**src/rtl/tpl_pkg.sv**
```systemverilog
`timescale 1ns/1ps
package tpl_pkg;

  typedef enum logic [2:0] {
    OP_TBL_RD = 3'd0,
    OP_TBL_WR = 3'd1,
    OP_LAT_RD = 3'd2,
    OP_LAT_WR = 3'd3,
    OP_PTR_WR = 3'd4,
    OP_PTR_RD = 3'd5
  } tpl_op_e;

  typedef enum logic {
    ST_IDLE = 1'b0,
    ST_NOP  = 1'b1
  } tpl_state_e;

  // One-hot decoded form of an accepted command
  typedef struct packed {
    logic tbl_rd;
    logic tbl_wr;
    logic lat_rd;
    logic lat_wr;
    logic ptr_wr;
    logic ptr_rd;
  } tpl_dec_t;

endpackage

```
**src/rtl/tpl_decode.sv**
```systemverilog
`timescale 1ns/1ps
module tpl_decode
  import tpl_pkg::*;
(
  input  logic       acc,
  input  logic [2:0] op,
  output tpl_dec_t   dec
);

  always_comb begin
    dec = '0;
    if (acc) begin
      case (op)
        OP_TBL_RD: dec.tbl_rd = 1'b1;
        OP_TBL_WR: dec.tbl_wr = 1'b1;
        OP_LAT_RD: dec.lat_rd = 1'b1;
        OP_LAT_WR: dec.lat_wr = 1'b1;
        OP_PTR_WR: dec.ptr_wr = 1'b1;
        OP_PTR_RD: dec.ptr_rd = 1'b1;
        default:   dec = '0;
      endcase
    end
  end

endmodule

```
**src/rtl/tpl_seq.sv**
```systemverilog
`timescale 1ns/1ps
module tpl_seq
  import tpl_pkg::*;
(
  input  logic clk,
  input  logic rst_n,
  input  logic start_tbl,
  input  logic start_wr,
  input  logic start_inc,
  output logic ready,
  output logic ph2_rd,
  output logic ph2_wr,
  output logic ph2_inc
);

  tpl_state_e state_q;
  logic       wr_q;
  logic       inc_q;

  always_ff @(posedge clk or negedge rst_n) begin
    if (!rst_n) begin
      state_q <= ST_IDLE;
      wr_q    <= 1'b0;
      inc_q   <= 1'b0;
    end else begin
      case (state_q)
        ST_IDLE: begin
          if (start_tbl) begin
            state_q <= ST_NOP;
            wr_q    <= start_wr;
            inc_q   <= start_inc;
          end
        end
        default: begin
          state_q <= ST_IDLE;
          inc_q   <= 1'b0;
        end
      endcase
    end
  end

  assign ready   = (state_q == ST_IDLE);
  assign ph2_rd  = (state_q == ST_NOP) && !wr_q;
  assign ph2_wr  = (state_q == ST_NOP) &&  wr_q;
  assign ph2_inc = (state_q == ST_NOP) &&  inc_q;

endmodule

```
**src/rtl/tpl_ptr.sv**
```systemverilog
`timescale 1ns/1ps
module tpl_ptr #(
  parameter  int BYTE_W = 8,
  localparam int WORD_W = 2 * BYTE_W,
  localparam int NB     = 2
) (
  input  logic              clk,
  input  logic              rst_n,
  input  logic              ld_en,
  input  logic              ld_hi,
  input  logic [BYTE_W-1:0] ld_data,
  input  logic              inc_en,
  input  logic              rd_hi,
  output logic [BYTE_W-1:0] rd_byte,
  output logic [WORD_W-1:0] ptr
);

  logic [WORD_W-1:0] ptr_q;
  logic [WORD_W-1:0] nxt_load;

  for (genvar g = 0; g < NB; g++) begin : g_lane
    logic lane_sel;
    assign lane_sel = (g == 1) ? ld_hi : !ld_hi;
    assign nxt_load[g*BYTE_W +: BYTE_W] =
      (ld_en && lane_sel) ? ld_data : ptr_q[g*BYTE_W +: BYTE_W];
  end

  // The increment and a byte load never coincide: loads are taken only when idle
  always_ff @(posedge clk or negedge rst_n) begin
    if (!rst_n)      ptr_q <= '0;
    else if (inc_en) ptr_q <= ptr_q + WORD_W'(1);
    else             ptr_q <= nxt_load;
  end

  assign rd_byte = rd_hi ? ptr_q[WORD_W-1:BYTE_W] : ptr_q[BYTE_W-1:0];
  assign ptr     = ptr_q;

endmodule

```
**src/rtl/tpl_latch.sv**
```systemverilog
`timescale 1ns/1ps
module tpl_latch #(
  parameter  int BYTE_W = 8,
  localparam int WORD_W = 2 * BYTE_W,
  localparam int NB     = 2
) (
  input  logic              clk,
  input  logic              rst_n,
  input  logic              byte_we,
  input  logic              byte_hi,
  input  logic [BYTE_W-1:0] byte_data,
  input  logic              load_en,
  input  logic [WORD_W-1:0] load_data,
  input  logic              rd_hi,
  output logic [BYTE_W-1:0] rd_byte,
  output logic [WORD_W-1:0] lat
);

  logic [WORD_W-1:0] lat_q;
  logic [WORD_W-1:0] nxt_byte;

  for (genvar g = 0; g < NB; g++) begin : g_lane
    logic lane_sel;
    assign lane_sel = (g == 1) ? byte_hi : !byte_hi;
    assign nxt_byte[g*BYTE_W +: BYTE_W] =
      (byte_we && lane_sel) ? byte_data : lat_q[g*BYTE_W +: BYTE_W];
  end

  always_ff @(posedge clk or negedge rst_n) begin
    if (!rst_n)       lat_q <= '0;
    else if (load_en) lat_q <= load_data;
    else              lat_q <= nxt_byte;
  end

  assign rd_byte = rd_hi ? lat_q[WORD_W-1:BYTE_W] : lat_q[BYTE_W-1:0];
  assign lat     = lat_q;

endmodule

```
**src/rtl/tpl_unit.sv**
```systemverilog
`timescale 1ns/1ps
module tpl_unit
  import tpl_pkg::*;
#(
  parameter  int BYTE_W = 8,
  localparam int WORD_W = 2 * BYTE_W
) (
  input  logic              clk,
  input  logic              rst_n,
  input  logic              cmd_valid,
  output logic              cmd_ready,
  input  logic [2:0]        cmd_op,
  input  logic              cmd_hi,
  input  logic              cmd_inc,
  input  logic [BYTE_W-1:0] cmd_data,
  output logic              rd_valid,
  output logic [BYTE_W-1:0] rd_data,
  output logic              mem_rd,
  output logic              mem_wr,
  output logic [WORD_W-1:0] mem_addr,
  output logic [WORD_W-1:0] mem_wdata,
  input  logic [WORD_W-1:0] mem_rdata
);

  tpl_dec_t          dec;
  logic              acc;
  logic              ph2_rd;
  logic              ph2_wr;
  logic              ph2_inc;
  logic [WORD_W-1:0] ptr_q;
  logic [WORD_W-1:0] lat_q;
  logic [BYTE_W-1:0] ptr_byte;
  logic [BYTE_W-1:0] lat_byte;
  logic              rd_valid_q;
  logic [BYTE_W-1:0] rd_data_q;

  assign acc = cmd_valid && cmd_ready;

  tpl_decode u_dec (
    .acc (acc),
    .op  (cmd_op),
    .dec (dec)
  );

  tpl_seq u_seq (
    .clk       (clk),
    .rst_n     (rst_n),
    .start_tbl (dec.tbl_rd || dec.tbl_wr),
    .start_wr  (dec.tbl_wr),
    .start_inc (cmd_inc),
    .ready     (cmd_ready),
    .ph2_rd    (ph2_rd),
    .ph2_wr    (ph2_wr),
    .ph2_inc   (ph2_inc)
  );

  tpl_ptr #(.BYTE_W(BYTE_W)) u_ptr (
    .clk     (clk),
    .rst_n   (rst_n),
    .ld_en   (dec.ptr_wr),
    .ld_hi   (cmd_hi),
    .ld_data (cmd_data),
    .inc_en  (ph2_inc),
    .rd_hi   (cmd_hi),
    .rd_byte (ptr_byte),
    .ptr     (ptr_q)
  );

  tpl_latch #(.BYTE_W(BYTE_W)) u_lat (
    .clk       (clk),
    .rst_n     (rst_n),
    .byte_we   (dec.lat_wr || dec.tbl_wr),
    .byte_hi   (cmd_hi),
    .byte_data (cmd_data),
    .load_en   (ph2_rd),
    .load_data (mem_rdata),
    .rd_hi     (cmd_hi),
    .rd_byte   (lat_byte),
    .lat       (lat_q)
  );

  // Byte returned to the core, one cycle after acceptance
  always_ff @(posedge clk or negedge rst_n) begin
    if (!rst_n) begin
      rd_valid_q <= 1'b0;
      rd_data_q  <= '0;
    end else begin
      rd_valid_q <= dec.tbl_rd || dec.lat_rd || dec.ptr_rd;
      if (dec.tbl_rd || dec.lat_rd || dec.ptr_rd)
        rd_data_q <= dec.ptr_rd ? ptr_byte : lat_byte;
    end
  end

  assign rd_valid  = rd_valid_q;
  assign rd_data   = rd_data_q;
  assign mem_rd    = ph2_rd;
  assign mem_wr    = ph2_wr;
  assign mem_addr  = ptr_q;
  assign mem_wdata = lat_q;

endmodule

```
**config.mk**
```make
export PLATFORM = sky130hd
export DESIGN_NAME = tpl_unit
export DESIGN_NICKNAME = d
export VERILOG_FILES = /design/src/rtl/tpl_pkg.sv /design/src/rtl/tpl_decode.sv /design/src/rtl/tpl_seq.sv /design/src/rtl/tpl_ptr.sv /design/src/rtl/tpl_latch.sv /design/src/rtl/tpl_unit.sv
export SDC_FILE = /design/constraint.sdc
export NUM_CORES = 1
export LEC_CHECK = 0
export CORE_MARGIN = 2
export CORE_UTILIZATION = 25
export CTS_CLUSTER_DIAMETER = 30
export DETAILED_ROUTE_END_ITERATION = 7
export GPL_ROUTABILITY_DRIVEN = 0
export SETUP_SLACK_MARGIN = 0.15
export SLEW_MARGIN = 30
export SYNTH_ARGS = -nofsm -noshare
export SYNTH_HDL_FRONTEND = slang
export SYNTH_HIERARCHICAL = 1
export SYNTH_SLANG_ARGS = --single-unit
```
**constraint.sdc**
```tcl
create_clock -name clk -period 6.4 [get_ports clk]
set_clock_uncertainty 0.15 [all_clocks]
set_input_delay 0.96 -clock clk [delete_from_list [all_inputs] [get_ports clk]]
set_output_delay 0.96 -clock clk [all_outputs]
set_load 0.01 [all_outputs]
```
# Word-level counts from Yosys, hierarchy flattened

Index checks and enable logic that the tools add are counted.

Bits in registers: 44
Bits of input ports: 32
Output and inout bits: 44
Word-level logic and storage cells: 57

Add/subtract/negate cells: 1
Equality and inequality tests: 5
Multiplexer cells: 20
Bitwise operators: 1
Reductions and logical operators: 21

Operators with widths:

| cell                                          | count |
|---|---|
| 2-to-1 mux 8 bit                              | 7 |
| 2-to-1 mux 16 bit                             | 2 |
| adder 16 x 1 -> 16 bit, second input constant | 1 |
| 2-to-1 mux 1 bit                              | 10 |
| nonzero test 2 bit                            | 5 |
| logical AND 1 bit                             | 8 |
| == test 3 x 2 -> 1 bit, second input constant | 2 |
| == test 3 bit, second input constant          | 2 |
| 2-to-1 mux 6 bit                              | 1 |
| logical OR 1 bit                              | 4 |
| == test 3 x 1 -> 1 bit, second input constant | 1 |
| logical NOT 3 bit                             | 1 |
| logical NOT 1 bit                             | 2 |
| AND reduction 2 bit                           | 1 |
| inverter 1 bit                                | 1 |

# Longest topological paths before layout

Depth after elaboration: 7
Mapped depth: 8
Gate-level depth less buffers: 7

# Hierarchy

Netlist, hierarchy kept.

Modules (own cells, without submodules):

| module     | instances | cells an instance | area each (µm²) |
|---|---|---|---|
| tpl_ptr    | 1         | 126               | 1171.1 |
| tpl_latch  | 1         | 107               | 975.9 |
| tpl_unit   | 1         | 49                | 483.0 |
| tpl_seq    | 1         | 11                | 132.6 |
| tpl_decode | 1         | 6                 | 75.1 |

# Worst setup path before layout

Ideal clock, no wire load.

Path type: in2reg
From: input cmd_valid
To: register u_ptr.ptr_q[7], in the netlist u_ptr/ptr[7]
Library setup time: 119 ps
Arrival: 2273 ps
Path slack: 3858 ps
Stages: 6
Cell sequence: and2_1 > and4bb_2 > or3b_2 > clkbuf_1 > o22a_1 > o21a_1

RTL lines:

| item                 | RTL line       | source |
|---|---|---|
| from (decl)          | tpl_unit.sv:10 | `input logic cmd_valid,` |
| to (signal assigned) | tpl_ptr.sv:31  | `else if (inc_en) ptr_q <= ptr_q + WORD_W'(1);` |
| to (signal assigned) | tpl_ptr.sv:32  | `else ptr_q <= nxt_load;` |
| to (decl)            | tpl_ptr.sv:18  | `logic [WORD_W-1:0] ptr_q;` |

# Worst setup path in the final report

From: register u_seq.state_q
To: output mem_rd

Cells in the longest elaborated chain, start to end: 1

Ends and longest elaborated chain:

| item                   | RTL line       | source |
|---|---|---|
| from (decl)            | tpl_seq.sv:16  | `tpl_state_e state_q;` |
| from (signal assigned) | tpl_seq.sv:22  | `state_q <= ST_IDLE;` |
| from (signal assigned) | tpl_seq.sv:29  | `state_q <= ST_NOP;` |
| from (signal assigned) | tpl_seq.sv:35  | `state_q <= ST_IDLE;` |
| logical AND 1 bit      | tpl_seq.sv:43  | `assign ph2_rd = (state_q == ST_NOP) && !wr_q;` |
| to (decl)              | tpl_unit.sv:18 | `output logic mem_rd,` |

Every way passes these cells.

==> out/qor.txt <==
Die width = 111 um
GR peak layer = met2
Top_reg_cell synth = dfrtp_1
First-pass GRT wire length = 14100 um
Hold Path Class = reg2reg
Syn_nets = 332
Crit path launch type = flop
Share of layout cells above drive strength 1 = 11.8%
Yosys top cell by area = dfrtp_1
Clock buffer depth = 2
DR vias = 2587
Area grow syn2layout = 35.6%
Initial antenna violation count = 0
Reg-to-reg slack, setup = 4030 ps
Final setup violation count = 0
FF+latch count, synth = 44
Count of cell types in the netlist = 51
Post-CTS sizing = 0
Met3 usage = 2.52%
EDFF count, synth = 0
Post-route ant nets = 0
VDD IR max = 0.000119 V
Routed WL = 8750 um
Hold buffers post-CTS = 0
Met1 capacity usage during global routing = 20.8%
Hold WS = 365 ps
Start point of the worst min-delay path = u_seq/inc_q$_DFFE_PN0P_
CP required = 5290 ps
Min cycle time layout = 3030 ps
Setup TNS Final = 0 ps
Final Hold Fails = 0
Crit share post-route = 47.3%
FF-to-FF End = u_ptr/ptr[13]$_DFFE_PN0P_
CP max FO = 49
Crit path kind = reg2out
Mapped cell area = 0.00284 sq mm
Post-CTS Setup Inserts = 0
DR DRC count = 0
Pwr Total = 0.00133 W
Worst Hold Path EP = u_seq/inc_q$_DFFE_PN0P_
Wirelength per Cell = 17.4 um
Max-slew violations = 0
CTS tree = done
H-tree levels = 2
Filler instances = 1153
Initial Util = 25.9%
Core area = 0.0109 sq mm
Placed Cells = 496
Met2 Use GR = 21.6%
Area of the die = 0.0122 sq mm
Leading cell type by number of instances after synthesis = dfrtp_1
Max-Cap Viols = 0
Grt total ovfl = 0
Status = complete, no violations
CP arrival = 1920 ps
DP HPWL = 6290 um
RSZ-0062 raised after global routing = false
Die Ht = 111 um
Synth async-reset ratio = 100%
WHS Path Cells = 2
Multi-input gate area = 0.00153 sq mm
IO Port Bufs = 75
Reg-to-reg startpoint = u_ptr/ptr[2]$_DFFE_PN0P_
Sequential cell area = 0.00110 sq mm
Area contributors post-synth = dfrtp_1 39%, nand2_1 5.6%, o311ai_1 4.9%
Number of global-route vias before repair = 2544
I/O Pins = 76
Place WS = 3150 ps
Lkg Pwr = 1.46 nW
Vias per cell = 5.13
Clock sinks = 44
Reg2Reg Depth = 4
Pwr Density = 347 mW/mm^2
Final Instance Count excl. Fillers = 504
Nets = 396
F_max = 0.331 GHz
Worst-Margin Slew = 750 ps
Clock Latency Late Sink = 280 ps
PnR worst setup slack = 3370 ps
Rows = 38
Ant. Diodes = 0
Tot GR Track Use = 14.1%
Sequential share of the synthesized area = 38.8%
Inserted Clock Buffers = 5
Syn Area/Cell = 9.49 sq um
Setup crit end kind = primary output
Area share of the leading cell type in the synthesized netlist = 38.8%
DRT iter0 DRCs = 204
Post-synth top cells = 44 x dfrtp_1, 42 x nand2_1, 27 x inv_1
Largest net degree at the start of global routing = 50
Clock-pin slew on the worst setup and hold paths = 60 ps
Relative slew margins = 49.9%
Drt pass-1 iters = 7
Clock root buffer = clkbuf_16
Post-Syn Instances = 299
Ys Warns = 6
[metrics by stage]
stage	util [%]	instance area, sq um
final	35.2	3850
after global routing	35.2	3850
after CTS	35.2	3850
after detailed placement	33.6	3670
after global placement	33.5	3670
after floorplan	-	2840
[routing by layer]
metal	wire (um)	vias up
met4	71	0
met5	0	-
met2	4030	82
met1	4270	1260
met3	381	4
li1	-	1241
[cell families after synthesis]
| logic type | count (synthesis) | share of synthesized area (%) |
|---|---|---|
| buffers and inverters | 48 | 7.58 |
| multiplexers | 12 | 4.76 |
| flip-flops | 44 | 38.8 |
| AO/OA/AOI/OAI | 65 | 17.5 |
| AND/OR/NAND/NOR | 125 | 29.7 |
| adder cells (fa/ha/maj) | 1 | 0.441 |
| XOR/XNOR | 4 | 1.23 |
[worst max-delay path: stages, from the launching register on]
cell,delay [ps]
dfrtp_1,420
inv_2,70
nor2_2,120
buf_4,400
clkdlybuf4s50_1,620
[power by group]
part           switching [W]  internal [W]  total (W)  leakage (nW)
sequential          0.000127      0.000367   0.000494         0.534
combinational       0.000243      0.000290   0.000533         0.843
clock               0.000110      0.000196   0.000306        0.0871
total               0.000480      0.000853    0.00133          1.46
[layout by cell type (no fill, tap or decap), types with 3 or more instances in the layout]
cell / instances
nand2_1: 42
nand4b_1: 8
nor4_4: 3
nor2_1: 9
inv_1: 27
mux2_2: 8
and3_1: 4
buf_4: 3
clkdlybuf4s50_1: 74
xnor2_1: 4
nand4bb_1: 8
dfrtp_1: 44
o21ai_0: 9
nor3_1: 5
o311ai_1: 16
nand3_1: 7
or2_2: 3
a21oi_1: 12
or4b_1: 8
nand4_1: 4
a211oi_1: 7
clkbuf_16: 5
o221a_2: 3
and2_1: 4
nand2b_1: 3
o311ai_0: 7
mux2i_1: 3
[state kept, by name (all words and copies together), names as in the netlist]
| register | cells |
|---|---|
| u_seq/state_q | 1 |
| rd_valid | 1 |
| rd_data | 8 |
| u_seq/wr_q | 1 |
| u_ptr/ptr | 16 |
| u_seq/inc_q | 1 |
| u_lat/lat | 16 |
[worst max-delay path by stage]
stage	start	slack, ps	depth (start not counted)	end
after detailed placement	cmd_valid	3150	6	u_seq/wr_q$_DFFE_PN0P_
after floorplan	cmd_valid	3860	6	u_ptr/ptr[7]$_DFFE_PN0P_
after global routing	cmd_valid	3200	5	rd_data[3]$_DFFE_PN0P_
after CTS	u_seq/state_q$_DFF_PN0_	3370	4	mem_rd
after global placement	cmd_valid	3230	6	u_seq/wr_q$_DFFE_PN0P_
final	u_seq/state_q$_DFF_PN0_	3370	4	mem_rd
[layout make-up]
class / instances / area share (%)
inverters: 28 / 2.73
clock buffers: 6 / 3.61
repair buffers: 77 / 19.8
multi-input cells: 207 / 39.6
clock inverters: 2 / 1.01
well taps: 140 / 4.55
flip-flops and latches: 44 / 28.6
No activity file was read; power rests on OpenSTA's default activity.
